<file path="config.mk">
export PLATFORM = sky130hd
export DESIGN_NAME = dither_nco
export DESIGN_NICKNAME = d
export VERILOG_FILES = /design/src/rtl/dither_nco.sv
export SDC_FILE = /design/constraint.sdc
export NUM_CORES = 1
export LEC_CHECK = 0
export BUFFER_PORTS_ARGS = -buffer_cell sky130_fd_sc_hd__buf_2
export CELL_PAD_IN_SITES_DETAIL_PLACEMENT = 1
export CELL_PAD_IN_SITES_GLOBAL_PLACEMENT = 1
export CORE_ASPECT_RATIO = 2
export CORE_UTILIZATION = 43
export CTS_CLUSTER_DIAMETER = 120
export DETAILED_ROUTE_END_ITERATION = 6
export HOLD_SLACK_MARGIN = 0.02
export PLACE_DENSITY_LB_ADDON = 0.2
export SYNTH_ARGS = -nofsm -noshare
export SYNTH_HDL_FRONTEND = slang
export SYNTH_SLANG_ARGS = --single-unit
</file>
<file path="constraint.sdc">
create_clock -name clk -period 1.9 [get_ports clk]
set_input_delay 0.285 -clock clk [delete_from_list [all_inputs] [get_ports clk]]
set_output_delay 0.285 -clock clk [all_outputs]
set_load 0.01 [all_outputs]
</file>
<file path="src/rtl/dither_nco.sv">
module dither_nco #(
  parameter int ACC_W  = 32,
  parameter int DITH_W = 4,
  parameter int LFSR_W = 30
) (
  input  logic             clk,
  input  logic             rst_n,
  input  logic [ACC_W-1:0] tune_word,
  input  logic             dither_en,
  output logic             clk_out
);

  localparam int DMAX = (1 << DITH_W) - 1;

  logic [ACC_W-1:0]  tune_q;
  logic [ACC_W-1:0]  acc;
  logic [DITH_W-1:0] dith;
  logic              pv;

  wire [ACC_W-1:0] dsum = acc + ACC_W'(dither_en ? dith : '0);
  wire [ACC_W-1:0] acc_top = acc + ACC_W'(DMAX);

  always_ff @(posedge clk) begin
    if (!rst_n) begin
      tune_q  <= '0;
      acc     <= '0;
      clk_out <= 1'b0;
      pv      <= 1'b0;
    end else begin
      tune_q  <= tune_word;
      acc     <= acc + tune_q;
      clk_out <= dsum[ACC_W-1];
      pv      <= 1'b1;
    end
  end

  for (genvar g = 0; g < DITH_W; g++) begin : g_lfsr
    localparam logic [LFSR_W-1:0] SEED =
      LFSR_W'(32'h0000_ACE1 + 32'(g) * 32'h0135_79BD) | LFSR_W'(1);
    logic [LFSR_W-1:0] s;

    always_ff @(posedge clk) begin
      if (!rst_n) s <= SEED;
      else        s <= {s[LFSR_W-2:0], s[LFSR_W-1] ^ s[5] ^ s[3] ^ s[0]};
    end

    assign dith[g] = s[LFSR_W-1];

    a_r6_lfsr_alive: assert property (@(posedge clk) disable iff (!rst_n)
      s != '0);
  end

  a_r1_reset_clear: assert property (@(posedge clk)
    $past(!rst_n) |-> (clk_out == 1'b0 && acc == '0));

  a_r2_tune_capture: assert property (@(posedge clk) disable iff (!rst_n)
    pv |-> tune_q == $past(tune_word));

  a_r3_phase_step: assert property (@(posedge clk) disable iff (!rst_n)
    pv |-> acc == $past(acc) + $past(tune_q));

  a_r4_plain_msb: assert property (@(posedge clk) disable iff (!rst_n)
    (pv && $past(!dither_en)) |-> clk_out == $past(acc[ACC_W-1]));

  a_r5_dither_band: assert property (@(posedge clk) disable iff (!rst_n)
    pv |-> (clk_out == $past(acc[ACC_W-1]) || clk_out == $past(acc_top[ACC_W-1])));

endmodule

</file>
==> summary.txt <==
Status
  • Run status: finished, violations left
  • Failing checks: negative setup slack

Critical path
  • Critical path arrival: 2.59 ns
  • Endpoint kind of the worst setup timing path: register
  • CP required: 2.26 ns
  • Maximum fanout count along the critical path: 4
  • Worst reg-to-reg setup slack: -0.33 ns
  • Cell count of the worst reg-to-reg path: 9
  • Startpoint type of the worst setup path: register
  • Critical R2R Launch: acc[11]$_SDFF_PN0_
  • Worst Setup SP: acc[11]$_SDFF_PN0_
  • Reg-to-reg endpoint: acc[26]$_SDFF_PN0_
  • Capture point of the worst path: acc[26]$_SDFF_PN0_
  • Critical path start-end classification: register to register

Yosys
  • Count of flip-flops with a built-in enable after synthesis: 0
  • Avg Inst Size Synth: 10.08 um2
  • Sequential share of the synthesized area: 52.96%
  • Yosys warnings: 0
  • Post-synthesis cell type with the largest combined area: dfxtp_1
  • Nets in the synthesized netlist: 764
  • Leading post-synthesis cells by cell area: dfxtp_1, and2_1, ha_1
  • Area of the mapped netlist: 0.006993 mm2
  • Share of the synthesized area in the top cell type: 52.96%
  • Ranking of synthesized cells by instance count: dfxtp_1, and2_1, nand2b_1, nand2_1, nor2_1
  • Cells after Synth: 694
  • Register bit total from synthesis: 185
  • Post-synth top flop: dfxtp_1
  • Synth async-reset ratio: 0%
  • Number of different library cells in the post-synthesis netlist: 53
  • Most instantiated library cell after synthesis: dfxtp_1

Final layout
  • Fraction of final layout cells sized beyond drive strength 1: 34.89%
  • Final non-filler cell area: 0.009499 mm2
  • Area added between synthesis and finish: 35.84%
  • Post-layout nets: 891
  • Utilization of the core after routing: 59.90%
  • Antenna diode count: 0

Global route
  • Antenna violations before repair: 0
  • Largest net degree at the start of global routing: 89
  • Wire length of the first global-routing pass: 30.28 mm
  • Sum of overflow across all layers after global routing: 0
  • Via count of the first global-routing pass: 6,182
  • Total routing resource utilization after global routing: 23.62%

STA
  • Relative slew slack: 56.94%
  • Post-route clock skew: 0.01241 ns
  • Number of hold-slack violations in the final timing report: 0
  • Tmin final: 2.233 ns
  • Post-route fraction of the period consumed by the critical path: 117.6%
  • Maximum achievable frequency: 447.7 MHz
  • Worst setup margin: -0.3335 ns
  • Final Max Tran Viols: 0
  • # setup viols final: 18
  • RSZ-0062 raised after global routing: yes
  • Actual slew at the worst max-slew pin: 0.6459 ns

Route
  • Vias post-DR: 5,362
  • Via/cell ratio: 5.181
  • First-pass detailed-route iteration total: 4
  • Number of design rule violations left after detail routing: 0
  • Routed wire length per instance: 18.76 um
  • Post-Route WL: 19.42 mm
  • Count of nets left with antenna violations after detail routing: 0
  • First-iteration detailed-routing DRC count: 167

Pwr
  • Power density of the placed cells: 1066 mW/mm2
  • Switching power share of the total: 29.53%
  • Combinational cell fraction of total power: 21.0%
  • IR Drop Worst-Case VDD: 0.7524 mV
  • Internal power summed over all cells: 7.134 mW
  • P_leak: 4.094 nW
  • Relative contribution of sequential cells to total power: 43.3%
  • Clock power frac: 35.8%
  • Total net switching power: 2.989 mW

Floorplanning
  • Starting utilization of the core area: 44.09%
  • Placeable core area: 0.01586 mm2
  • Total die area: 0.01681 mm2
  • Die span in y: 182.3 um
  • Floorplan row count: 65
  • Overall die width: 92.18 um
  • Count of pins on the block boundary: 36

Placed design
  • Final Wtd Congestion: 0.9129
  • Area after DPL: 0.008084 mm2
  • Minimum setup slack after placement: -0.5309 ns
  • Quantity of I/O buffers inserted on ports: 35
  • HPWL after DPL: 12.52 mm

CTS
  • CTS buffer count: 17
  • Clock tree from TritonCTS: built
  • Max clock buf depth: 2
  • Clock root buffer: clkbuf_16
  • Clk sink count: 185
  • H-Tree Depth: 4
  • Worst-path clk slew: 0.08 ns
  • Clock latency on the worst-skew pair: 0.44 ns

Worst hold path
  • Hold WC Path Type: primary input to register

Job
  • # Max-Cap Violations: 0
## repair_timing
action | in CTS | in global routing
gates cloned | 0 | 0
gates resized for setup | 86 | 52
hold buffers | 0 | 0
pin swaps | 35 | 27
setup buffers | 10 | 5
endpoints found under the setup margin | 22 | 25
## critical path: stages, from the launching register on
cell	delay (ns)
dfxtp_1	0.33
ha_1	0.24
buf_4	0.17
nor3_1	0.34
nor2_2	0.12
a21oi_2	0.20
o21ai_4	0.10
and2_4	0.16
a211oi_4	0.26
mux2i_1	0.23
## metrics by stage
step                      setup TNS, ns  cells  power [mW]  hold slack [ns]
after detailed placement         -4.653    990       6.114           0.3957
after CTS                        -2.391   1032       9.962          0.04201
final                            -3.493   1035       10.12          0.04655
after floorplan                 -0.1086    694       5.373           0.3863
after global routing             -4.725   1035       10.52          0.04399
after global placement           -3.187    990       6.034           0.3948
## kinds of logic after synthesis
group | Yosys count | share of synthesized area, %
AND/OR/NAND/NOR | 286 | 22.96
flip-flops | 185 | 52.96
AO/OA/AOI/OAI | 112 | 10.52
buffers and inverters | 38 | 2.308
adder cells (fa/ha/maj) | 35 | 6.370
XOR/XNOR | 31 | 3.883
multiplexers | 7 | 1.002
## cells in the final DEF (no fill, tap or decap), types with 4 or more instances in the layout
cell type	n
nand2b_1	51
nor2_1	32
ha_4	17
a21oi_1	14
inv_6	4
inv_8	5
mux2i_1	7
a31oi_4	7
dfxtp_1	168
nand2_1	31
and2_1	114
a21oi_4	5
nand3_1	4
dfxtp_2	16
xnor2_1	11
buf_2	34
o21ai_2	6
and3_1	4
ha_1	16
nor3_1	5
buf_6	4
o21ai_0	9
a21oi_2	11
inv_1	6
xor2_1	16
nand2_2	5
o21ai_1	6
buf_4	102
clkbuf_16	17
nand4_1	13
a21o_1	19
## worst min-delay path by stage
stage | slack (ns) | startpoint | depth (start not counted) | endpoint
after global placement | 0.39 | g_lfsr[1].s[2]$_SDFF_PN1_ | 1 | g_lfsr[1].s[3]$_SDFF_PN1_
after detailed placement | 0.40 | g_lfsr[3].s[23]$_SDFF_PN1_ | 1 | g_lfsr[3].s[24]$_SDFF_PN1_
after global routing | 0.04 | tune_word[17] | 2 | tune_q[17]$_SDFF_PN0_
after CTS | 0.04 | tune_word[16] | 2 | tune_q[16]$_SDFF_PN0_
after floorplan | 0.39 | g_lfsr[0].s[9]$_SDFF_PN0_ | 1 | g_lfsr[0].s[10]$_SDFF_PN1_
final | 0.05 | tune_word[8] | 2 | tune_q[8]$_SDFF_PN0_
## flip-flops by register name, summed over array words and instances (netlist names)
register  flops
acc          32
clk_out       1
g_lfsr.s    120
tune_q       32
## power by group through the flow
stage | Sequential (mW) | Clock (mW) | Combinational (mW)
6_report | 4.38 | 3.62 | 2.12
5_1_grt | 4.40 | 3.84 | 2.27
4_1_cts | 4.37 | 3.67 | 1.92
3_5_place_dp | 4.43 | 0 | 1.68
3_3_place_gp | 4.42 | 0 | 1.62
2_1_floorplan | 4.37 | 0 | 1.01
## metal layers
| layer | vias up | share of wire [%] | GRT usage, % |
|---|---|---|---|
| met3 | 58 | 1.8 | 3.958 |
| met5 | - | 0 | 0 |
| met4 | 0 | 5.1 | 16.75 |
| li1 | 2583 | - | - |
| met1 | 2625 | 35 | 21.04 |
| met2 | 96 | 58 | 46.21 |
## cell type report
type	instances	area [um2]
sequential	185	3727
tap	201	251.5
clock buffer	17	425.4
fill	1701	6360
inverter	6	22.52
clock inverter	15	178.9
timing repair buffer	140	980.9
multi-input combinational	471	3913
No activity file was read; power rests on OpenSTA's default activity.
